--- config.mk ---
export PLATFORM = sky130hd
export DESIGN_NAME = imm_exec_unit
export DESIGN_NICKNAME = d
export VERILOG_FILES = /design/src/rtl/imm_exec_unit.sv
export SDC_FILE = /design/constraint.sdc
export NUM_CORES = 1
export LEC_CHECK = 0
export ABC_AREA = 1
export BUFFER_PORTS_ARGS = -buffer_cell sky130_fd_sc_hd__clkbuf_2
export CELL_PAD_IN_SITES_DETAIL_PLACEMENT = 0
export CELL_PAD_IN_SITES_GLOBAL_PLACEMENT = 1
export CORE_MARGIN = 10
export CORE_UTILIZATION = 37
export DETAILED_ROUTE_END_ITERATION = 16
export GPL_ROUTABILITY_DRIVEN = 0
export PLACE_DENSITY_LB_ADDON = 0.15
export SYNTH_ARGS = -nofsm -noshare
export SYNTH_HDL_FRONTEND = slang
export SYNTH_SLANG_ARGS = --single-unit
--- constraint.sdc ---
create_clock -name vclk -period 4.8
set_input_delay 0.48 -clock vclk [all_inputs]
set_output_delay 0.48 -clock vclk [all_outputs]
set_load 0.02 [all_outputs]
--- src/rtl/imm_exec_unit.sv ---
module imm_exec_unit #(
  parameter int XLEN  = 32,
  parameter int IMM_W = 16,
  parameter int REG_W = 5,
  parameter int JT_W  = 26,
  parameter int LINK_REG = 31
) (
  input  logic [3:0]       op,
  input  logic [XLEN-1:0]  rs_val,
  input  logic [XLEN-1:0]  rt_val,
  input  logic [IMM_W-1:0] imm,
  input  logic [4:0]       shamt,
  input  logic [JT_W-1:0]  jtarget,
  input  logic [REG_W-1:0] rt_idx,
  input  logic [REG_W-1:0] rd_idx,
  input  logic [XLEN-1:0]  pc,
  output logic [XLEN-1:0]  res,
  output logic [REG_W-1:0] dest,
  output logic             wr_en,
  output logic             redir,
  output logic [XLEN-1:0]  redir_pc,
  output logic             ovf
);
  localparam int EXT_W = XLEN - IMM_W;
  localparam int RGN_W = XLEN - JT_W - 2;

  localparam logic [3:0] OP_ADDU = 4'd1, OP_ADD = 4'd2, OP_SLT = 4'd3,
                         OP_SLTU = 4'd4, OP_OR = 4'd5, OP_XOR = 4'd6,
                         OP_HI = 4'd7, OP_SHL = 4'd8, OP_JL = 4'd9;

  logic [XLEN-1:0] imm_sx, imm_zx, sum, pc4;
  logic            add_ovf;

  assign imm_sx  = {{EXT_W{imm[IMM_W-1]}}, imm};
  assign imm_zx  = {{EXT_W{1'b0}}, imm};
  assign sum     = rs_val + imm_sx;
  assign add_ovf = (rs_val[XLEN-1] == imm_sx[XLEN-1]) && (sum[XLEN-1] != rs_val[XLEN-1]);
  assign pc4     = pc + XLEN'(4);

  logic             act;
  logic [REG_W-1:0] dsel;

  always_comb begin
    res      = '0;
    dsel     = '0;
    act      = 1'b0;
    redir    = 1'b0;
    redir_pc = '0;
    ovf      = 1'b0;
    unique case (op)
      OP_ADDU: begin res = sum; dsel = rt_idx; act = 1'b1; end
      OP_ADD:  begin res = sum; dsel = rt_idx; act = !add_ovf; ovf = add_ovf; end
      OP_SLT:  begin res = XLEN'($signed(rs_val) < $signed(imm_sx)); dsel = rt_idx; act = 1'b1; end
      OP_SLTU: begin res = XLEN'(rs_val < imm_sx); dsel = rt_idx; act = 1'b1; end
      OP_OR:   begin res = rs_val | imm_zx; dsel = rt_idx; act = 1'b1; end
      OP_XOR:  begin res = rs_val ^ imm_zx; dsel = rt_idx; act = 1'b1; end
      OP_HI:   begin res = {imm, {EXT_W{1'b0}}}; dsel = rt_idx; act = 1'b1; end
      OP_SHL:  begin res = rt_val << shamt; dsel = rd_idx; act = 1'b1; end
      OP_JL: begin
        res      = pc + XLEN'(8);
        dsel     = REG_W'(LINK_REG);
        act      = 1'b1;
        redir    = 1'b1;
        redir_pc = {pc4[XLEN-1 -: RGN_W], jtarget, 2'b00};
      end
      default: ;
    endcase
    dest  = dsel;
    wr_en = act && (dsel != '0);

    a_r10_no_zero_write: assert (!(wr_en && dest == '0))
      else $error("write enabled to index zero");
    a_r2_ovf_blocks_write: assert (!(ovf && wr_en))
      else $error("overflow with write enabled");
    a_r2_ovf_only_add: assert (!ovf || op == OP_ADD)
      else $error("overflow outside trapping add");
    a_r12_redir_only_jl: assert (!redir || (op == OP_JL && dest == REG_W'(LINK_REG)))
      else $error("redirect outside jump-and-link");
    a_r9_target_aligned: assert (!redir || redir_pc[1:0] == 2'b00)
      else $error("misaligned redirect target");
    a_r3_slt_boolean: assert (!(op == OP_SLT || op == OP_SLTU) || res[XLEN-1:1] == '0)
      else $error("compare result not boolean");
    a_r6_hi_low_clear: assert (op != OP_HI || res[EXT_W-1:0] == '0)
      else $error("load-upper low half not clear");
  end
endmodule

==> impl_metrics.toml, run 1 <==
[power]
ir_drop_mv = 0.0507
pwr_density_cell_nw_per_um2 = 101
power.leakage_nw = 4.41
p_total_mw = 0.810

[detailed_routing]
via_per_inst = 5.45
wirelength_met1_mm = 14.1
firstDrtPassIters = 5
met3_length_mm = 3.68
wl_per_cell_um = 18.5
drc_errors = 0
wirelength_mm = 31.9
via_count = 9358
top_layer = "met4"
ant_nets = 0
first_iter_violations = 901
met2_length_mm = 13.3

[die]
rows = 49
io_pins = 229
dieArea_um2 = 24100
core_um2 = 18000
die_w_um = 155
start_util = 0.376
die_h_um = 155

[worst_setup_path]
start_kind = "input pin"
criticalPathCategory = "in2out"
critPathMaxFanout = 18
crit_arrival_ns = 3.39
critPathCaptureType = "output port"
crit_required_ns = 4.32

[finish]
flops_and_latches = 0
nNetsFinal = 1729
final_area_um2 = 7980
clockBufferCount = 0
final_layout_size_suffix_gt1_frac = 0.189
ff_latch_area_um2 = 0
antenna-diode-count = 0
syn2layout_area_growth_pct = 18.0

[synthesis]
syn-mean-instance-area_um2 = 5.19
synth_top_area_frac = 0.188
syn_area_um2 = 6760
synth_most_common_cell = "nand2_1"
seq_area_frac_synth = 0
yosys.area.top_type = "nand2_1"
yosys-top-cells-area = "nand2_1 19%, ha_1 15%, nand3_1 11%"
synthCells = 1302
yosys-top-cells-count = "339 x nand2_1, 174 x inv_1, 147 x nor2_1, 145 x nand3_1, 80 x ha_1"
ys_warn_count = 0
ys_types = 49

[place]
dpl-instance-area_um2 = 7980
portBuffers = 227
post-dp-hpwl_mm = 27.5

[clocking]
hold_buffers = 0
cts_resized = 0
cts_setup_buffers = 0

[grt]
antenna_found_initial = 0
grt_pass1_vias = 8750
grt_max_degree = 48
grt_pass1_wl_mm = 48.3
globalRoute.totalOverflow = 0
grt_use_total = 0.246

[sta]
hold_violations = 0
relSlewSlack = 0.372
whs_ns = 1.25
period_share = 0.807
drv_slew = 0
rsz0062_at_grt = "no"
period_needed_ns = 3.87
clock.fmax_mhz = 258
max_slew.worst_pin.slew_ns = 0.940
finalSetupViolCount = 0
setup_tns_ns = 0

[min_path]
min_path_type = "in2out"
hp-start = "jtarget[5]"
min_to = "redir_pc[7]"
whs_path_depth = 4

[job]
cap_violations = 0

[run_status]
outcome = "finished, final reports clean"
[kinds of logic after synthesis]
kind of cell	after synthesis	synth area share
xor gates and xnor gates	19	0.0246
buffers and inverters	229	0.139
other	1	0.000555
and+or+nand+nor	728	0.467
AOI/OAI and AO/OA	244	0.218
adders and majority gates	81	0.151
[critical path: stages]
cell,delay (ns)
clkbuf_2,0.28
inv_1,0.60
ha_1,0.37
inv_1,0.20
nand2_1,0.09
nor2_1,0.23
inv_1,0.07
nor2_1,0.14
inv_1,0.05
o21ai_0,0.25
nor2_1,0.09
nand3_1,0.08
nand3_1,0.14
nand2_1,0.11
clkbuf_2,0.18
[layer usage]
metal | vias up | track usage
li1 | 4669 | -
met1 | 4197 | 0.330
met2 | 452 | 0.383
met3 | 40 | 0.0675
met4 | 0 | 0.0553
met5 | - | 0
[how the worst max path moves through the flow]
stage	from	to	slack [ns]	cells past startpoint
final	imm[15]	res[25]	0.93	15
after detailed placement	imm[15]	res[30]	0.99	13
after global placement	imm[15]	res[25]	1.03	15
after global routing	imm[15]	res[25]	0.64	15
after floorplan	imm[15]	wr_en	2.01	12
after CTS	imm[15]	res[30]	0.97	13
[cells in the final DEF (no fill, tap or decap), types with 3 or more instances in the layout]
cell type,instances
nand2_1,338
clkbuf_2,227
inv_1,174
nor2_1,146
nand3_1,145
ha_1,80
a21oi_1,76
o21ai_0,46
o211ai_1,28
nor3_1,25
o21ai_1,21
nand4_1,18
xor2_1,15
a22oi_1,15
o22ai_1,12
a31oi_1,12
nand2_2,10
nor2_2,9
inv_2,9
o21bai_1,9
or2_2,8
or2_1,7
o21a_1,6
o21ai_2,5
and2_1,5
nand3b_1,5
buf_4,5
xnor2_1,4
nor4_1,3
o221ai_1,3
[cell type report]
class,instances,area (um^2)
Timing Repair Buffer,232,1170
Tap cell,229,287
Inverter,183,687
Fill cell,2135,9990
Multi-Input combinational cell,1074,5830
[where the power goes]
| part | switching [mW] | internal, mW | total (mW) | leakage [nW] |
|---|---|---|---|---|
| combinational | 0.547 | 0.262 | 0.810 | 4.41 |
| clock | 0 | 0 | 0 | 0 |
| sequential | 0 | 0 | 0 | 0 |
[per-stage QoR]
stage          std cells  utilization  setup slack, ns
6_report            1718        0.444            0.928
5_1_grt             1718        0.444            0.642
4_1_cts             1718        0.444            0.970
3_5_place_dp        1718        0.444            0.987
3_3_place_gp        1718        0.444             1.03
2_1_floorplan       1303            -             2.01
(Power assumes the default switching activity.)
==> inputs of run 2 (changes only) <==
--- a/config.mk
+++ b/config.mk
@@ -10,7 +10,7 @@
 export CELL_PAD_IN_SITES_DETAIL_PLACEMENT = 0
 export CELL_PAD_IN_SITES_GLOBAL_PLACEMENT = 1
 export CORE_MARGIN = 10
-export CORE_UTILIZATION = 37
+export CORE_UTILIZATION = 31
 export DETAILED_ROUTE_END_ITERATION = 16
 export GPL_ROUTABILITY_DRIVEN = 0
 export PLACE_DENSITY_LB_ADDON = 0.15
==> constraint.sdc (replaced) <==
create_clock -name vclk -period 3.5
set_input_delay 0.35 -clock vclk [all_inputs]
set_output_delay 0.35 -clock vclk [all_outputs]
set_load 0.02 [all_outputs]
==> impl_metrics.toml, run 2 (synthesis gave the netlist of run 1 again) <==
[detailed_routing]
via_count = 9352
first_iter_violations = 845
firstDrtPassIters = 9
drc_errors = 0
ant_nets = 0
wl_per_cell_um = 18.9
via_per_inst = 5.26
wirelength_mm = 33.6

[finish]
antenna-diode-count = 0
flops_and_latches = 0
fin_cells = 1778
final_area_um2 = 8140
nNetsFinal = 1743
multi_input_area_um2 = 5830
ff_latch_area_um2 = 0
syn2layout_area_growth_pct = 20.4
mostFrequentLayoutCell = "nand2_1"
final_layout_size_suffix_gt1_frac = 0.197
final_cell_mix = "338 x nand2_1, 227 x clkbuf_2, 174 x inv_1"
fill_cells = 2526
clockBufferCount = 0

[place]
portBuffers = 227
dpl-instance-area_um2 = 8140
place_inst = 1778
post-dp-hpwl_mm = 29.4

[die]
rows = 53
die_h_um = 168
start_util = 0.319
io_pins = 229
core_um2 = 21200
dieArea_um2 = 28100
die_w_um = 168

[worst_setup_path]
critPathCaptureType = "output port"
start_kind = "input pin"
critPathMaxFanout = 18
cpPeakStageDelay_ns = 0.54
cp_common_cell = "nand2_1"
criticalPathCategory = "in2out"
crit_required_ns = 3.15
cpMaxStageDelayCell = "inv_1"
worst-path-buf-inv = 3
worstPathCellList = "clkbuf_2 -> inv_1 -> ha_1 -> a21oi_1 -> o21ai_0 -> a21oi_1 -> nor2_1 -> nor3_1 -> nand2_1 -> nand2_1 -> nand3_1 -> nand2_1 -> clkbuf_2"
crit_arrival_ns = 2.94
crit_family = "buffers and inverters"

[sta]
rsz0062_at_grt = "no"
whs_ns = 0.994
period_share = 0.939
drv_slew = 0
setup_tns_ns = 0
hold_violations = 0
clock.fmax_mhz = 304
finalSetupViolCount = 0
period_needed_ns = 3.29
max_slew.worst_pin.slew_ns = 0.743
relSlewSlack = 0.504

[grt]
grt_max_degree = 48
globalRoute.totalOverflow = 0
grt_use_total = 0.221
grt_pass1_wl_mm = 50.4
antenna_found_initial = 0
grt_pass1_vias = 8814

[power]
power.leakage_nw = 4.48
pwr_density_cell_nw_per_um2 = 139
ir_drop_mv = 0.0760
p_total_mw = 1.13

[job]
cap_violations = 0

[min_path]
min_path_type = "in2out"

[clocking]
cts_setup_buffers = 0
hold_buffers = 0
cts_resized = 0

[run_status]
outcome = "finished, final reports clean"
-- run 2: worst min-delay path: stages --
cell and delay, ns:
clkbuf_2 0.08, inv_1 0.04, nor2_1 0.03, clkbuf_2 0.14
-- run 2: path summary, 6_finish.rpt --
path | start | cells after the start | end | slack, ns
worst max-delay path | imm[15] | 13 | res[26] | 0.21
worst min-delay path | jtarget[3] | 4 | redir_pc[5] | 0.99
-- run 2: layout make-up --
| cell class | instances | share of cell area |
|---|---|---|
| inverter | 183 | 0.0844 |
| multi-input combinational | 1074 | 0.716 |
| timing repair buffer | 246 | 0.157 |
| tap | 275 | 0.0423 |
-- run 2: through the flow --
stage,util,worst slack [ns]
after global routing,0.384,0.0231
after detailed placement,0.384,0.271
after floorplan,-,0.969
after CTS,0.384,0.267
final,0.384,0.212
after global placement,0.384,0.332
-- run 2: power breakdown --
group / switching, mW / total, mW / internal [mW]
logic: 0.760 / 1.13 / 0.369
registers: 0 / 0 / 0
clock network: 0 / 0 / 0
total: 0.760 / 1.13 / 0.369
-- run 2: metal layers --
layer	wire (um)	track usage	up-vias
li1	-	-	4703
met1	15600	0.301	4185
met2	14100	0.344	419
met3	2960	0.0485	45
met4	985	0.0572	0
met5	0	0	-
